--- src/rtl/msi_rtr_pkg.sv ---
// Shared encodings for the MSI indicator router.
package msi_rtr_pkg;
    // Error event codes reported on evt_code
    typedef enum logic [1:0] {
        EVT_NONE        = 2'd0,
        EVT_NO_FUNC     = 2'd1,
        EVT_ADAPTER_ERR = 2'd2
    } evt_code_e;

    // Transaction phases of the router
    typedef enum logic [2:0] {
        PH_IDLE,
        PH_IND_GO,
        PH_IND_WAIT,
        PH_SUM_GO,
        PH_SUM_WAIT
    } phase_e;

    // States of the byte read-modify-write engine
    typedef enum logic [1:0] {
        RMW_IDLE,
        RMW_READ,
        RMW_WRITE
    } rmw_state_e;
endpackage

--- src/rtl/msi_fn_lookup.sv ---
// Slot table search.
// Returns the lowest-numbered slot whose handle is nonzero and whose identifier
// equals the requested one. Purely combinational.
// Assumes the table inputs are stable while a lookup is in use.
module msi_fn_lookup #(
    parameter int NSLOT = 4,
    parameter int FH_W  = 32,
    parameter int FID_W = 21,
    parameter int IDX_W = 2
) (
    input  logic [NSLOT*FH_W-1:0]  slot_fh,
    input  logic [NSLOT*FID_W-1:0] slot_fid,
    input  logic [FID_W-1:0]       fid,
    output logic                   hit,
    output logic [IDX_W-1:0]       idx
);
    logic [NSLOT-1:0] match;

    // One comparator per slot
    for (genvar g = 0; g < NSLOT; g++) begin : g_cmp
        assign match[g] = (slot_fh[g*FH_W +: FH_W] != '0) &&
                          (slot_fid[g*FID_W +: FID_W] == fid);
    end

    // Priority pick: the lowest index wins
    always_comb begin
        hit = 1'b0;
        idx = '0;
        for (int i = NSLOT - 1; i >= 0; i--) begin
            if (match[i]) begin
                hit = 1'b1;
                idx = IDX_W'(i);
            end
        end
    end
endmodule

--- src/rtl/msi_bit_locator.sv ---
// Converts a base byte address, a bit offset and a vector number into a byte
// address and an MSB-first bit mask.
// Assumes the byte address wraps at MADDR_W bits.
module msi_bit_locator #(
    parameter int MADDR_W = 16,
    parameter int OFF_W   = 16,
    parameter int VEC_W   = 11
) (
    input  logic [MADDR_W-1:0] base,
    input  logic [OFF_W-1:0]   offset,
    input  logic [VEC_W-1:0]   vec,
    output logic [MADDR_W-1:0] byte_addr,
    output logic [7:0]         mask
);
    localparam int POS_W = ((OFF_W > VEC_W) ? OFF_W : VEC_W) + 1;

    logic [POS_W-1:0] pos;
    logic [POS_W-1:0] byte_idx;

    // Bit position, byte index and mask
    always_comb begin
        pos       = POS_W'(offset) + POS_W'(vec);
        byte_idx  = pos >> 3;
        byte_addr = base + MADDR_W'(byte_idx);
        mask      = 8'h80 >> pos[2:0];
    end
endmodule

--- src/rtl/msi_rmw_engine.sv ---
// Single-byte atomic OR engine.
// On start it reads the byte, then writes back the old value ORed with the mask.
// done pulses in the cycle of the final acknowledge, with the old byte value.
// A read that fails to map returns 0xFF as the old value, raises failed, and
// skips the write.
// Assumes addr and mask are held stable by the caller until done.
module msi_rmw_engine #(
    parameter int MADDR_W = 16
) (
    input  logic               clk,
    input  logic               rst_n,
    input  logic               start,
    input  logic [MADDR_W-1:0] addr,
    input  logic [7:0]         mask,
    output logic               mem_req,
    output logic               mem_we,
    output logic [MADDR_W-1:0] mem_addr,
    output logic [7:0]         mem_wdata,
    input  logic               mem_ack,
    input  logic [7:0]         mem_rdata,
    input  logic               mem_err,
    output logic               done,
    output logic               failed,
    output logic [7:0]         old_byte
);
    import msi_rtr_pkg::*;

    rmw_state_e st;
    logic [7:0] saved;

    // Sequence read, then write, advancing on each acknowledge
    always_ff @(posedge clk) begin
        if (!rst_n) begin
            st    <= RMW_IDLE;
            saved <= 8'h00;
        end else begin
            case (st)
                RMW_IDLE:  if (start) st <= RMW_READ;
                RMW_READ:  if (mem_ack) begin
                               if (mem_err) st <= RMW_IDLE;
                               else begin
                                   saved <= mem_rdata;
                                   st    <= RMW_WRITE;
                               end
                           end
                RMW_WRITE: if (mem_ack) st <= RMW_IDLE;
                default:   st <= RMW_IDLE;
            endcase
        end
    end

    // Memory port drive
    always_comb begin
        mem_req   = (st != RMW_IDLE);
        mem_we    = (st == RMW_WRITE);
        mem_addr  = addr;
        mem_wdata = saved | mask;
    end

    // Completion and result
    always_comb begin
        failed   = (st == RMW_READ) && mem_ack && mem_err;
        done     = failed || ((st == RMW_WRITE) && mem_ack);
        old_byte = failed ? 8'hFF : saved;
    end


    rmw_req_hold_chk: assert property (@(posedge clk) disable iff (!rst_n)
        (mem_req && !mem_ack) |=> (mem_req && $stable(mem_addr) && $stable(mem_we)));


    rmw_write_after_read_chk: assert property (@(posedge clk) disable iff (!rst_n)
        (mem_req && mem_we && !$past(mem_req && mem_we)) |-> $past(mem_ack && !mem_err));


    rmw_start_idle_chk: assert property (@(posedge clk) disable iff (!rst_n)
        start |-> !mem_req);
endmodule

--- src/rtl/msi_ind_router.sv ---
// MSI adapter indicator router (top).
// Decodes a write data word into a function identifier and a vector number,
// and finds the function's slot. For a known function it sets the indicator
// bit and then the summary bit through the RMW engine, and raises an interrupt
// if the old summary byte was zero. Unknown functions and unmappable bytes
// produce error events.
// Assumes the slot table is stable while a write is being processed.
module msi_ind_router #(
    parameter int DATA_W     = 32,
    parameter int VEC_W      = 11,
    parameter int NSLOT      = 4,
    parameter int FH_W       = 32,
    parameter int MADDR_W    = 16,
    parameter int OFF_W      = 16,
    parameter int ADDR_W     = 16,
    parameter int ISC_W      = 3,
    parameter int QUAL_SHIFT = 16
) (
    input  logic                         clk,
    input  logic                         rst_n,
    input  logic                         msi_valid,
    output logic                         msi_ready,
    input  logic [DATA_W-1:0]            msi_data,
    input  logic [ADDR_W-1:0]            msi_addr,
    output logic [DATA_W-1:0]            rd_data,
    input  logic [NSLOT*FH_W-1:0]        slot_fh,
    input  logic [NSLOT*(DATA_W-VEC_W)-1:0] slot_fid,
    input  logic [NSLOT*MADDR_W-1:0]     slot_ind_base,
    input  logic [NSLOT*OFF_W-1:0]       slot_ind_off,
    input  logic [NSLOT*MADDR_W-1:0]     slot_sum_base,
    input  logic [NSLOT*OFF_W-1:0]       slot_sum_off,
    input  logic [NSLOT*ISC_W-1:0]       slot_isc,
    output logic                         mem_req,
    output logic                         mem_we,
    output logic [MADDR_W-1:0]           mem_addr,
    output logic [7:0]                   mem_wdata,
    input  logic                         mem_ack,
    input  logic [7:0]                   mem_rdata,
    input  logic                         mem_err,
    output logic                         evt_valid,
    output logic [1:0]                   evt_code,
    output logic [DATA_W-VEC_W-1:0]      evt_fid,
    output logic [ADDR_W-1:0]            evt_addr,
    output logic [31:0]                  evt_qual,
    output logic                         irq_valid,
    output logic [31:0]                  irq_word
);
    import msi_rtr_pkg::*;

    localparam int FID_W     = DATA_W - VEC_W;
    localparam int IDX_W     = (NSLOT > 1) ? $clog2(NSLOT) : 1;
    localparam int ISC_SHIFT = 27;
    localparam logic [31:0] AI_FLAG = 32'h8000_0000;

    phase_e             phase;
    logic [FID_W-1:0]   dec_fid;
    logic [VEC_W-1:0]   dec_vec;
    logic               lk_hit;
    logic [IDX_W-1:0]   lk_idx;

    logic [VEC_W-1:0]   r_vec;
    logic [MADDR_W-1:0] r_ind_base, r_sum_base;
    logic [OFF_W-1:0]   r_ind_off, r_sum_off;
    logic [ISC_W-1:0]   r_isc;

    logic [MADDR_W-1:0] ind_addr, sum_addr;
    logic [7:0]         ind_mask, sum_mask;

    logic               eng_start, eng_done, eng_failed, use_ind;
    logic [MADDR_W-1:0] eng_addr;
    logic [7:0]         eng_mask, eng_old;

    // Field split of the data word
    always_comb begin
        dec_vec = msi_data[VEC_W-1:0];
        dec_fid = msi_data[DATA_W-1:VEC_W];
    end

    assign rd_data   = '1;
    assign msi_ready = (phase == PH_IDLE);

    msi_fn_lookup #(.NSLOT(NSLOT), .FH_W(FH_W), .FID_W(FID_W), .IDX_W(IDX_W)) u_lookup (
        .slot_fh (slot_fh),
        .slot_fid(slot_fid),
        .fid     (dec_fid),
        .hit     (lk_hit),
        .idx     (lk_idx)
    );

    msi_bit_locator #(.MADDR_W(MADDR_W), .OFF_W(OFF_W), .VEC_W(VEC_W)) u_ind_loc (
        .base     (r_ind_base),
        .offset   (r_ind_off),
        .vec      (r_vec),
        .byte_addr(ind_addr),
        .mask     (ind_mask)
    );

    msi_bit_locator #(.MADDR_W(MADDR_W), .OFF_W(OFF_W), .VEC_W(VEC_W)) u_sum_loc (
        .base     (r_sum_base),
        .offset   (r_sum_off),
        .vec      ({VEC_W{1'b0}}),
        .byte_addr(sum_addr),
        .mask     (sum_mask)
    );

    // Engine target select: indicator byte first, then summary byte
    always_comb begin
        use_ind   = (phase == PH_IND_GO) || (phase == PH_IND_WAIT);
        eng_start = (phase == PH_IND_GO) || (phase == PH_SUM_GO);
        eng_addr  = use_ind ? ind_addr : sum_addr;
        eng_mask  = use_ind ? ind_mask : sum_mask;
    end

    msi_rmw_engine #(.MADDR_W(MADDR_W)) u_rmw (
        .clk      (clk),
        .rst_n    (rst_n),
        .start    (eng_start),
        .addr     (eng_addr),
        .mask     (eng_mask),
        .mem_req  (mem_req),
        .mem_we   (mem_we),
        .mem_addr (mem_addr),
        .mem_wdata(mem_wdata),
        .mem_ack  (mem_ack),
        .mem_rdata(mem_rdata),
        .mem_err  (mem_err),
        .done     (eng_done),
        .failed   (eng_failed),
        .old_byte (eng_old)
    );

    // Transaction sequencing, slot capture, event and interrupt generation
    always_ff @(posedge clk) begin
        if (!rst_n) begin
            phase      <= PH_IDLE;
            r_vec      <= '0;
            r_ind_base <= '0;
            r_ind_off  <= '0;
            r_sum_base <= '0;
            r_sum_off  <= '0;
            r_isc      <= '0;
            evt_valid  <= 1'b0;
            evt_code   <= EVT_NONE;
            evt_fid    <= '0;
            evt_addr   <= '0;
            evt_qual   <= '0;
            irq_valid  <= 1'b0;
            irq_word   <= '0;
        end else begin
            evt_valid <= 1'b0;
            irq_valid <= 1'b0;
            case (phase)
                PH_IDLE: if (msi_valid) begin
                    if (lk_hit) begin
                        r_vec      <= dec_vec;
                        r_ind_base <= slot_ind_base[lk_idx*MADDR_W +: MADDR_W];
                        r_ind_off  <= slot_ind_off[lk_idx*OFF_W +: OFF_W];
                        r_sum_base <= slot_sum_base[lk_idx*MADDR_W +: MADDR_W];
                        r_sum_off  <= slot_sum_off[lk_idx*OFF_W +: OFF_W];
                        r_isc      <= slot_isc[lk_idx*ISC_W +: ISC_W];
                        phase      <= PH_IND_GO;
                    end else begin
                        evt_valid <= 1'b1;
                        evt_code  <= EVT_NO_FUNC;
                        evt_fid   <= dec_fid;
                        evt_addr  <= msi_addr;
                        evt_qual  <= 32'(dec_vec) << QUAL_SHIFT;
                    end
                end
                PH_IND_GO:   phase <= PH_IND_WAIT;
                PH_IND_WAIT: if (eng_done) begin
                    if (eng_failed) begin
                        evt_valid <= 1'b1;
                        evt_code  <= EVT_ADAPTER_ERR;
                        evt_fid   <= '0;
                        evt_addr  <= '0;
                        evt_qual  <= '0;
                    end
                    phase <= PH_SUM_GO;
                end
                PH_SUM_GO:   phase <= PH_SUM_WAIT;
                PH_SUM_WAIT: if (eng_done) begin
                    if (eng_failed) begin
                        evt_valid <= 1'b1;
                        evt_code  <= EVT_ADAPTER_ERR;
                        evt_fid   <= '0;
                        evt_addr  <= '0;
                        evt_qual  <= '0;
                    end else if (eng_old == 8'h00) begin
                        irq_valid <= 1'b1;
                        irq_word  <= (32'(r_isc) << ISC_SHIFT) | AI_FLAG;
                    end
                    phase <= PH_IDLE;
                end
                default: phase <= PH_IDLE;
            endcase
        end
    end


    busy_no_accept_chk: assert property (@(posedge clk) disable iff (!rst_n)
        mem_req |-> !msi_ready);


    miss_event_src_chk: assert property (@(posedge clk) disable iff (!rst_n)
        (evt_valid && evt_code == EVT_NO_FUNC) |-> $past(msi_valid && msi_ready));


    irq_flag_chk: assert property (@(posedge clk) disable iff (!rst_n)
        irq_valid |-> (!evt_valid && irq_word[31]));


    adapter_err_zero_chk: assert property (@(posedge clk) disable iff (!rst_n)
        (evt_valid && evt_code == EVT_ADAPTER_ERR) |-> (evt_fid == '0 && evt_qual == '0));


    lookup_handle_chk: assert property (@(posedge clk) disable iff (!rst_n)
        (msi_ready && lk_hit) |-> (slot_fh[lk_idx*FH_W +: FH_W] != '0));
endmodule

--- config.mk ---
export PLATFORM = sky130hd
export DESIGN_NAME = msi_ind_router
export DESIGN_NICKNAME = d
export VERILOG_FILES = /design/src/rtl/msi_rtr_pkg.sv /design/src/rtl/msi_fn_lookup.sv /design/src/rtl/msi_bit_locator.sv /design/src/rtl/msi_rmw_engine.sv /design/src/rtl/msi_ind_router.sv
export SDC_FILE = /design/constraint.sdc
export NUM_CORES = 1
export LEC_CHECK = 0
export ABC_CLOCK_PERIOD_IN_PS = 3970
export BUFFER_PORTS_ARGS = -buffer_cell sky130_fd_sc_hd__buf_2
export CAP_MARGIN = 40
export CORE_AREA = 4 4 270 272
export DETAILED_ROUTE_END_ITERATION = 6
export DIE_AREA = 0 0 274 276
export HOLD_SLACK_MARGIN = 0.03
export SYNTH_ARGS = -nofsm -noshare
export SYNTH_HDL_FRONTEND = slang
export SYNTH_SLANG_ARGS = --single-unit
--- constraint.sdc ---
create_clock -name clk -period 3.97 [get_ports clk]
set_input_delay 0.5955 -clock clk [delete_from_list [all_inputs] [get_ports clk]]
set_output_delay 0.5955 -clock clk [all_outputs]
set_load 0.03 [all_outputs]
**Word-level counts from Yosys, hierarchy flattened**

Index checks and enable logic that the tools add are counted.

- Register bits: 168
- Bits in latches: 0
- RAM bits: 0
- Bits in read-only memories: 0
- Input port bits: 541
- Memories: 0

- $add $sub $neg: 3
- $mul: 1
- Divide/modulo/power cells: 0
- $lt $le $gt $ge: 0
- Equality and inequality tests: 20
- Shift operators: 7
- Mux-type cells: 47
- Bitwise operators: 6
- Reductions and logical operators: 27

Operators with widths:

| cell | number |
|---|---|
| 64-bit by 7-bit variable part select with 16-bit output | 4 |
| 32-bit 2-to-1 mux | 4 |
| 32-bit nonzero test | 4 |
| 21-bit == test | 4 |
| 21-bit 2-to-1 mux | 4 |
| 16-bit 2-to-1 mux | 5 |
| 32-bit one-hot mux with 2 select lines | 1 |
| 21-bit one-hot mux with 2 select lines | 1 |
| 16-bit one-hot mux with 2 select lines | 1 |
| 2-bit 2-to-1 mux | 12 |
| 16-bit by 11-bit adder with 17-bit output | 1 |
| 16-bit by 13-bit adder with 16-bit output | 1 |
| 16-bit by 14-bit adder with 16-bit output | 1 |
| 8-bit 2-to-1 mux | 2 |
| 8-bit by 3-bit right shift with 8-bit output (first input constant) | 2 |
| 3-bit one-hot mux with 5 select lines | 1 |
| 3-bit 2-to-1 mux | 4 |
| 2-bit != test (second input constant) | 6 |
| 12-bit by 5-bit variable part select with 3-bit output | 1 |
| 1-bit 2-to-1 mux | 9 |
| 3-bit AND reduction | 3 |
| 8-bit zero test | 1 |
| 2-bit by 1-bit != test with 1-bit output (second input constant) | 4 |
| 8-bit OR | 1 |
| 19 further kinds | 34 |

**Longest topological paths before layout**

Gate-level depths: netlist (run 1).

- Depth in word-level cells: 9
- Gate-level depth with buffers: 18
- Gate-level depth less buffers: 18

**Hierarchy**

From an unflattened synthesis (run 1), not the netlist that was laid out.

- Cell total of the unflattened synthesis: 1,311
- Area, all modules: 12,293.0 um^2

Modules (own cells, without submodules):

| module | times used | cells an instance | area each (um^2) | sequential area each (um^2) |
|---|---|---|---|---|
| msi_ind_router | 1 | 675 | 7,502.2 | 2,742.6 |
| msi_bit_locator at u_sum_loc | 1 | 200 | 1,457.6 | 0.0 |
| msi_bit_locator at u_ind_loc | 1 | 190 | 1,416.4 | 0.0 |
| msi_fn_lookup | 1 | 165 | 1,238.7 | 0.0 |
| msi_rmw_engine | 1 | 81 | 678.2 | 200.2 |

**Worst setup path before layout (run 1)**

OpenSTA, ideal clock, no wires.

- Path type: reg2out
- Start point: register r_vec[0]
- End point: output port mem_addr[15]
- Arrival: 3,663 ps
- Required time: 3,374 ps
- Path slack: -288 ps
- Stages on the path, launching flop included: 18
- Path buffers: 0
- Path through: dfxtp_1 -> ha_1 -> inv_1 -> fa_1 -> nor2b_1 -> o21ai_0 -> a21boi_0 -> o21ai_0 -> a211oi_1 -> or4_1 -> nand3_1 -> ha_1 -> a21o_1 -> nor3_1 -> o211ai_1 -> a41oi_1 -> xor2_1 -> mux2i_1

- Longest elaborated chain between the ends: 3

Ends and longest elaborated chain:

| element | line | source |
|---|---|---|
| from (decl) | msi_ind_router.sv:61 | `logic [VEC_W-1:0] r_vec;` |
| from (signal assigned) | msi_ind_router.sv:155 | `r_vec <= dec_vec;` |
| 16-bit by 11-bit adder with 17-bit output | msi_bit_locator.sv:22 | `pos = POS_W'(offset) + POS_W'(vec);` |
| 16-bit by 14-bit adder with 16-bit output | msi_bit_locator.sv:24 | `byte_addr = base + MADDR_W'(byte_idx);` |
| 16-bit 2-to-1 mux | msi_ind_router.sv:110 | `eng_addr = use_ind ? ind_addr : sum_addr;` |
| to (decl) | msi_ind_router.sv:35 | `output logic [MADDR_W-1:0] mem_addr,` |

Every way passes these cells.

**Worst setup path in the final report (run 1)**

- Start point: register r_vec[0]
- End point: output port mem_addr[13]

The elaborated chain is that of the path after synthesis.

==> results.py, run 1 <==
metrics = {
    "floorplanning": {
        "fp.dieH_um": 276,
        "initial_utilization_pct": 16.30,
        "die_w_um": 274,
        "dieArea_mm2": 0.07562,
        "ios": 705,
        "core_area_mm2": 0.07075,
        "row_count": 98,
    },
    "timing": {
        "fin_skew_ns": 0.01876,
        "max_freq_ghz": 0.2210,
        "fin_crit_ns": 4.525,
        "finalHoldViolations": 0,
        "fin_crit_sh_pct": 114.0,
        "setup_viol": 10,
        "rsz0062_at_grt": "true",
        "tightest_slew_ns": 0.8021,
        "max_slew_margin_pct": 46.53,
        "worst_slack_ns": -0.5547,
        "slew_violations": 0,
    },
    "pwr": {
        "pwr-share-comb_pct": 18.6,
        "switching_power_w": 0.001251,
        "p_sw_share_pct": 30.41,
        "clkPwrFrac_pct": 44.4,
        "p_per_area_mw_per_mm2": 237.7,
        "leakagePower_nw": 7.495,
        "p_total_w": 0.004113,
        "power_frac_seq_pct": 37.0,
        "ir_drop_mv": 0.1966,
        "p_int_w": 0.002862,
    },
    "final_layout": {
        "drive_above_1_share_pct": 45.06,
        "nets": 2618,
        "area_delta_synth_final_pct": 50.05,
        "fin_cells": 3005,
        "final_util_pct": 24.45,
    },
    "placed_design": {
        "hpwl_um": 53380,
        "gp_congestion": 0.8754,
        "numPortBuffers": 623,
        "dp.cells": 2948,
        "post-place-ws_ns": -0.4775,
    },
    "logic_synthesis": {
        "synthTopCellsByArea": "dfxtp_1 (26%), nand3_1 (5.6%), buf_4 (5.3%)",
        "synth.yosys.warnings": 0,
        "yosysTopAreaCellShare_pct": 25.52,
        "ys_ff_latch": 147,
        "synth_edf_count": 0,
        "synthArstFlopShare_pct": 0,
        "synth.avg_cell_area_um2": 8.367,
        "yosysTopAreaCell": "dfxtp_1",
        "synth_ff_type": "dfxtp_1",
        "yosysUniqueCellTypes": 67,
        "netlist_instances": 1378,
        "seq_area_frac_synth_pct": 25.52,
        "netlist_area_mm2": 0.01153,
    },
    "cts": {
        "cts_tree": "done",
        "cts_buffer_depth": 2,
        "cts_max_level": 4,
        "holdBufCountCts": 0,
        "cts_made_buffers": 17,
        "clk_pin_slew_ns": 0.07,
        "cts_root_buf": "clkbuf_16",
        "cts_num_sinks": 147,
        "insertion_delay_ns": 0.49,
    },
    "route": {
        "drtAntennaViolNets": 0,
        "drt_iter0_markers": 614,
        "dr.pass1.iters": 4,
        "vias_per_cell": 4.331,
        "dr_total_vias": 13020,
        "drt-total-wl_um": 64600,
        "drc_errors": 0,
        "routedWlPerCell_um": 21.50,
    },
    "min_path": {
        "hold_class": "in -> reg",
    },
    "setup_path": {
        "worstPathRequired_ns": 3.37,
        "path_class": "reg -> out",
        "crit_fanout": 5,
        "critical_path.endpoint_type": "output port",
        "arrival_ns": 3.93,
        "startpoint_type": "flip-flop",
    },
    "run": {
        "cap_violations": 0,
    },
    "global_route": {
        "grt_first_pass_wirelength_um": 89020,
        "track_usage_pct": 16.37,
        "grt_max_degree": 66,
        "antenna_found_initial": 31,
        "grt.overflow.total": 0,
        "grt_pass1_vias": 13050,
    },
    "outcome": {
        "violations": "negative setup slack",
        "status": "complete, but fails checks",
    },
}
area by class of cell:
cell class	instances	area (um^2)
clock buffer	20	456.7
timing repair buffer	747	4290
antenna	9	22.52
clock inverter	12	167.7
multi-input combinational	1103	8163
fill	7827	53450
sequential	147	2948
tap	950	1189
inverter	17	63.81
power groups by stage:
stage	sequential, W	clock, W	combinational [W]
3_3_place_gp	0.00155	0	0.000762
5_1_grt	0.00152	0.00196	0.000823
3_5_place_dp	0.00155	0	0.000771
6_report	0.00152	0.00183	0.000765
2_1_floorplan	0.00161	0	0.000365
4_1_cts	0.00152	0.00192	0.000772
cells in the final DEF, fill, tap and decap left out, types with 29 or more instances in the layout:
cell	instances
a21boi_0	34
o211ai_1	60
nor4_1	47
a22o_1	48
buf_4	110
nor2_1	43
nand2_1	65
a21bo_2	34
o21ai_0	77
conb_1	81
mux2i_1	55
dfxtp_1	143
buf_2	611
xor2_1	69
xnor2_1	42
nand3_1	126
ha_1	29
synthesized netlist by cell type, types with 18 or more instances:
| cell type | instances |
|---|---|
| o21ai_0 | 89 |
| a22o_1 | 48 |
| o211ai_1 | 60 |
| mux2_2 | 18 |
| nand4_1 | 21 |
| a21oi_1 | 24 |
| a21bo_2 | 34 |
| xnor2_1 | 48 |
| ha_1 | 41 |
| nand2_1 | 66 |
| clkbuf_1 | 60 |
| a21boi_0 | 35 |
| dfxtp_1 | 147 |
| buf_2 | 32 |
| nor2_1 | 50 |
| nor3_1 | 24 |
| nand3_1 | 128 |
| nor4_1 | 47 |
| xor2_1 | 69 |
| mux2i_1 | 58 |
| buf_4 | 81 |
sequential cells by signal (all words and copies together) (netlist names):
name and flops:
evt_valid 1, irq_valid 1, r_sum_off 16, r_vec 11, u_rmw.saved 8, evt_fid 21
evt_code 2, phase 3, evt_qual 11, irq_word 4, r_sum_base 16, r_ind_off 16
u_rmw.st 2, r_isc 3, r_ind_base 16, evt_addr 16
metrics by stage:
step	hold WS, ns	TNS (ns)	instance area (um^2)
3_3_place_gp	0.4432	-2.677	16040
6_report	0.3312	-3.767	17300
3_5_place_dp	0.4491	-2.722	16080
5_1_grt	0.2902	-6.356	17280
2_1_floorplan	0.4453	-0.05361	11860
4_1_cts	0.2712	-4.813	17030
worst paths after layout:
| check | cells past startpoint | from | slack, ns | end |
|---|---|---|---|---|
| setup / recovery | 20 | r_vec[0] | -0.55 | mem_addr[13] |
| hold / removal | 2 | msi_addr[4] | 0.33 | evt_addr[4] |
| setup reg to reg | 7 | phase[2] | 1.69 | r_sum_base[13] |
| hold reg to reg | 2 | r_vec[5] | 0.47 | r_vec[5] |
critical path, cell delays in order, from the launching register on:
cell and delay (ns):
dfxtp_2 0.36, ha_4 0.14, inv_2 0.03, fa_2 0.35
nor2b_2 0.13, o21ai_2 0.07, a21boi_2 0.19, o21ai_2 0.10
a211oi_2 0.23, buf_4 0.18, or4_4 0.13, nand3_4 0.09
ha_4 0.19, a21o_1 0.18, nor3_2 0.16, o211ai_1 0.15
buf_4 0.17, a21o_1 0.14, a32oi_1 0.18, nand2_1 0.12
buf_6 0.16
kinds of logic (layout without fill, tap and decap cells):
group	count (synthesis)	after routing	share of synthesized area (%)
flip-flops	147	147	25.52
other	2	90	0.06514
buffers and inverters	207	796	10.50
XOR/XNOR	117	117	8.888
AO/OA/AOI/OAI	398	398	25.97
adder cells (fa/ha/maj)	45	45	5.057
multiplexers	76	76	6.793
AND/OR/NAND/NOR	386	386	17.20
timing repair:
action	4_1_cts	5_1_grt
pin swaps	56	55
gates cloned	0	0
resized for setup	74	41
endpoints found under the setup margin	13	13
buffers inserted	11	5
per-layer routing:
metal  track usage, %  up-vias  routed length (um)
met5                0        -                 134
met4            4.830       20                1704
met3            4.903       97                4505
met2            28.72      489               32030
met1            19.16     6153               26230
li1                 -     6256                   -
Power figures use the tool's default switching activity.
==> inputs of run 2 (changes only) <==
--- a/config.mk
+++ b/config.mk
@@ -12,6 +12,7 @@
 export DETAILED_ROUTE_END_ITERATION = 6
 export DIE_AREA = 0 0 274 276
 export HOLD_SLACK_MARGIN = 0.03
+export REMOVE_ABC_BUFFERS = 1
 export SYNTH_ARGS = -nofsm -noshare
 export SYNTH_HDL_FRONTEND = slang
 export SYNTH_SLANG_ARGS = --single-unit
==> run 2 against run 1 <==
  * Largest cell class unchanged
  * First-iteration DRC count decreased by 0.98%
  * Fmax decreased by 0.18%
  * Flip-flop and latch count did not move
  * Register-to-register slack worse by 0.59 ns
  * Largest power group unchanged
  * The run still ends with negative setup slack left
  * Design area decreased by 1.6%
  * Wire length decreased by 5.5%
==> results.py, run 2 (synthesis results as in run 1) <==
metrics = {
    "final_layout": {
        "mostFrequentLayoutCells": "buf_2 (610), dfxtp_1 (143), nand3_1 (127), buf_4 (112), conb_1 (81)",
        "area_delta_synth_final_pct": 47.69,
        "layout.cells.most_common": "buf_2",
        "post-route-cell-area_mm2": 0.01703,
        "largest_reg_flops": 21,
        "multi_input_area_mm2": 0.008045,
        "fill_cells": 7816,
        "nets": 2609,
        "top_register": "evt_fid",
        "drive_above_1_share_pct": 43.89,
        "fin_cells": 2994,
        "regArea_mm2": 0.002948,
    },
    "route": {
        "drt-total-wl_um": 61070,
        "drt_iter0_markers": 608,
        "routedWlPerCell_um": 20.40,
        "dr.pass1.iters": 4,
        "vias_per_cell": 4.283,
        "drtAntennaViolNets": 0,
        "dr_total_vias": 12820,
        "drc_errors": 0,
    },
    "placed_design": {
        "dp.cells": 2937,
        "hpwl_um": 50610,
        "placed_area_mm2": 0.01589,
        "gp_congestion": 0.9403,
        "numPortBuffers": 623,
    },
    "pwr": {
        "ir_drop_mv": 0.2197,
        "p_total_w": 0.004128,
        "p_per_area_mw_per_mm2": 242.4,
        "leakagePower_nw": 7.403,
    },
    "global_route": {
        "track_usage_pct": 15.31,
        "grtUsageMet2_pct": 26.06,
        "antenna_found_initial": 14,
        "grt.overflow.total": 0,
        "busiest_layer": "met2",
        "grt_pass1_vias": 12420,
        "grt_first_pass_wirelength_um": 83900,
        "grt_use_met3_pct": 3.575,
        "grt_max_degree": 68,
        "met1_usage_pct": 18.98,
    },
    "setup_path": {
        "path_class": "reg -> out",
        "worstPathRequired_ns": 3.37,
        "crit_fanout": 3,
        "arrival_ns": 3.94,
        "startpoint_type": "flip-flop",
        "critical_path.endpoint_type": "output port",
    },
    "min_path": {
        "hold_class": "in -> reg",
    },
    "timing": {
        "rsz0062_at_grt": "true",
        "slew_violations": 0,
        "max_freq_ghz": 0.2206,
        "setup_viol": 11,
        "tightest_slew_ns": 0.8925,
        "fin_skew_ns": 0.01914,
        "finalHoldViolations": 0,
        "fin_crit_sh_pct": 114.2,
        "max_slew_margin_pct": 40.36,
        "worst_slack_ns": -0.5630,
        "fin_crit_ns": 4.533,
    },
    "outcome": {
        "violations": "negative setup slack",
        "status": "complete, but fails checks",
    },
    "floorplanning": {
        "ios": 705,
        "row_count": 98,
        "die_w_um": 274,
        "fp.dieH_um": 276,
        "core_area_mm2": 0.07075,
        "initial_utilization_pct": 16.30,
        "dieArea_mm2": 0.07562,
    },
    "cts": {
        "clk_pin_slew_ns": 0.08,
        "cts_tree": "done",
        "cts_max_level": 4,
        "cts_num_sinks": 147,
        "cts_root_buf": "clkbuf_16",
        "insertion_delay_ns": 0.48,
        "cts_made_buffers": 17,
        "cts_buffer_depth": 2,
        "holdBufCountCts": 0,
    },
    "run": {
        "cap_violations": 0,
    },
}
run 2: cell types whose count changed in the layout (fill, tap and decap cells not counted), moves of 3 or more:
cell     before  now
buf_12       13    7
ha_1         29   32
mux2i_1      55   58
buf_6        13    9
a21oi_1      14   19
a21oi_2       9    3
ha_4          9    5
run 2: layout make-up:
| cell class | count | share of cell area [%] |
|---|---|---|
| multi-input combinational | 1103 | 47.24 |
| timing repair buffer | 738 | 24.28 |
| sequential | 147 | 17.31 |
| tap | 950 | 6.980 |
| clock buffer | 18 | 2.579 |
| clock inverter | 14 | 1.124 |
| inverter | 17 | 0.3747 |
| antenna | 7 | 0.1029 |
run 2: critical path, cell delays in order (launching register included):
cell and delay (ns):
dfxtp_2 0.36, ha_4 0.15, inv_2 0.04, fa_2 0.35, nor2b_2 0.13, o21ai_2 0.07
a21boi_2 0.19, o21ai_2 0.10, a21oi_1 0.13, a21oi_1 0.09, xnor2_1 0.12, ha_1 0.32
nand2_1 0.08, o21ai_2 0.16, nand2_1 0.10, o211ai_1 0.37, a41oi_2 0.18, xor2_1 0.18
mux2i_1 0.15, buf_4 0.20
run 2: worst paths after layout:
| check | from | slack [ns] | cells past startpoint | end |
|---|---|---|---|---|
| worst min register to register | irq_word[31] | 0.47 | 1 | irq_word[31] |
| worst max-delay path | r_ind_off[0] | -0.56 | 19 | mem_addr[15] |
| worst max register to register | phase[2] | 1.10 | 5 | evt_qual[20] |
| worst min-delay path | msi_addr[12] | 0.33 | 2 | evt_addr[12] |
run 2: what timing repair did:
action / in CTS / in global routing
resized for setup: 66 / 28
pin swaps: 38 / 26
buffers inserted: 14 / 8
endpoints found under the setup margin: 13 / 14
run 2: report_power, final:
group / total (W) / internal (W) / switching, W
Combinational: 0.000763 / 0.000320 / 0.000443
Sequential: 0.00152 / 0.00150 / 0.0000168
Clock: 0.00184 / 0.00103 / 0.000816
run 2: per-stage QoR:
stage               utilization, %  setup TNS, ns  setup WS, ns  hold slack (ns)
CTS                          23.81         -5.893       -0.6820           0.2559
detailed placement           22.46         -2.472       -0.4636           0.4506
global route                 24.06         -7.281       -0.8317           0.2838
global placement             22.46         -2.317       -0.4103           0.4439
floorplan                        -        -141.77        -1.634           0.4453
finish                       24.07         -4.627       -0.5630           0.3287
run 2: per-layer routing:
layer,up-vias,part of all wire (%)
met5,-,0.021
met4,2,2.7
met3,64,6.2
met2,492,48
met1,6036,43
li1,6228,-
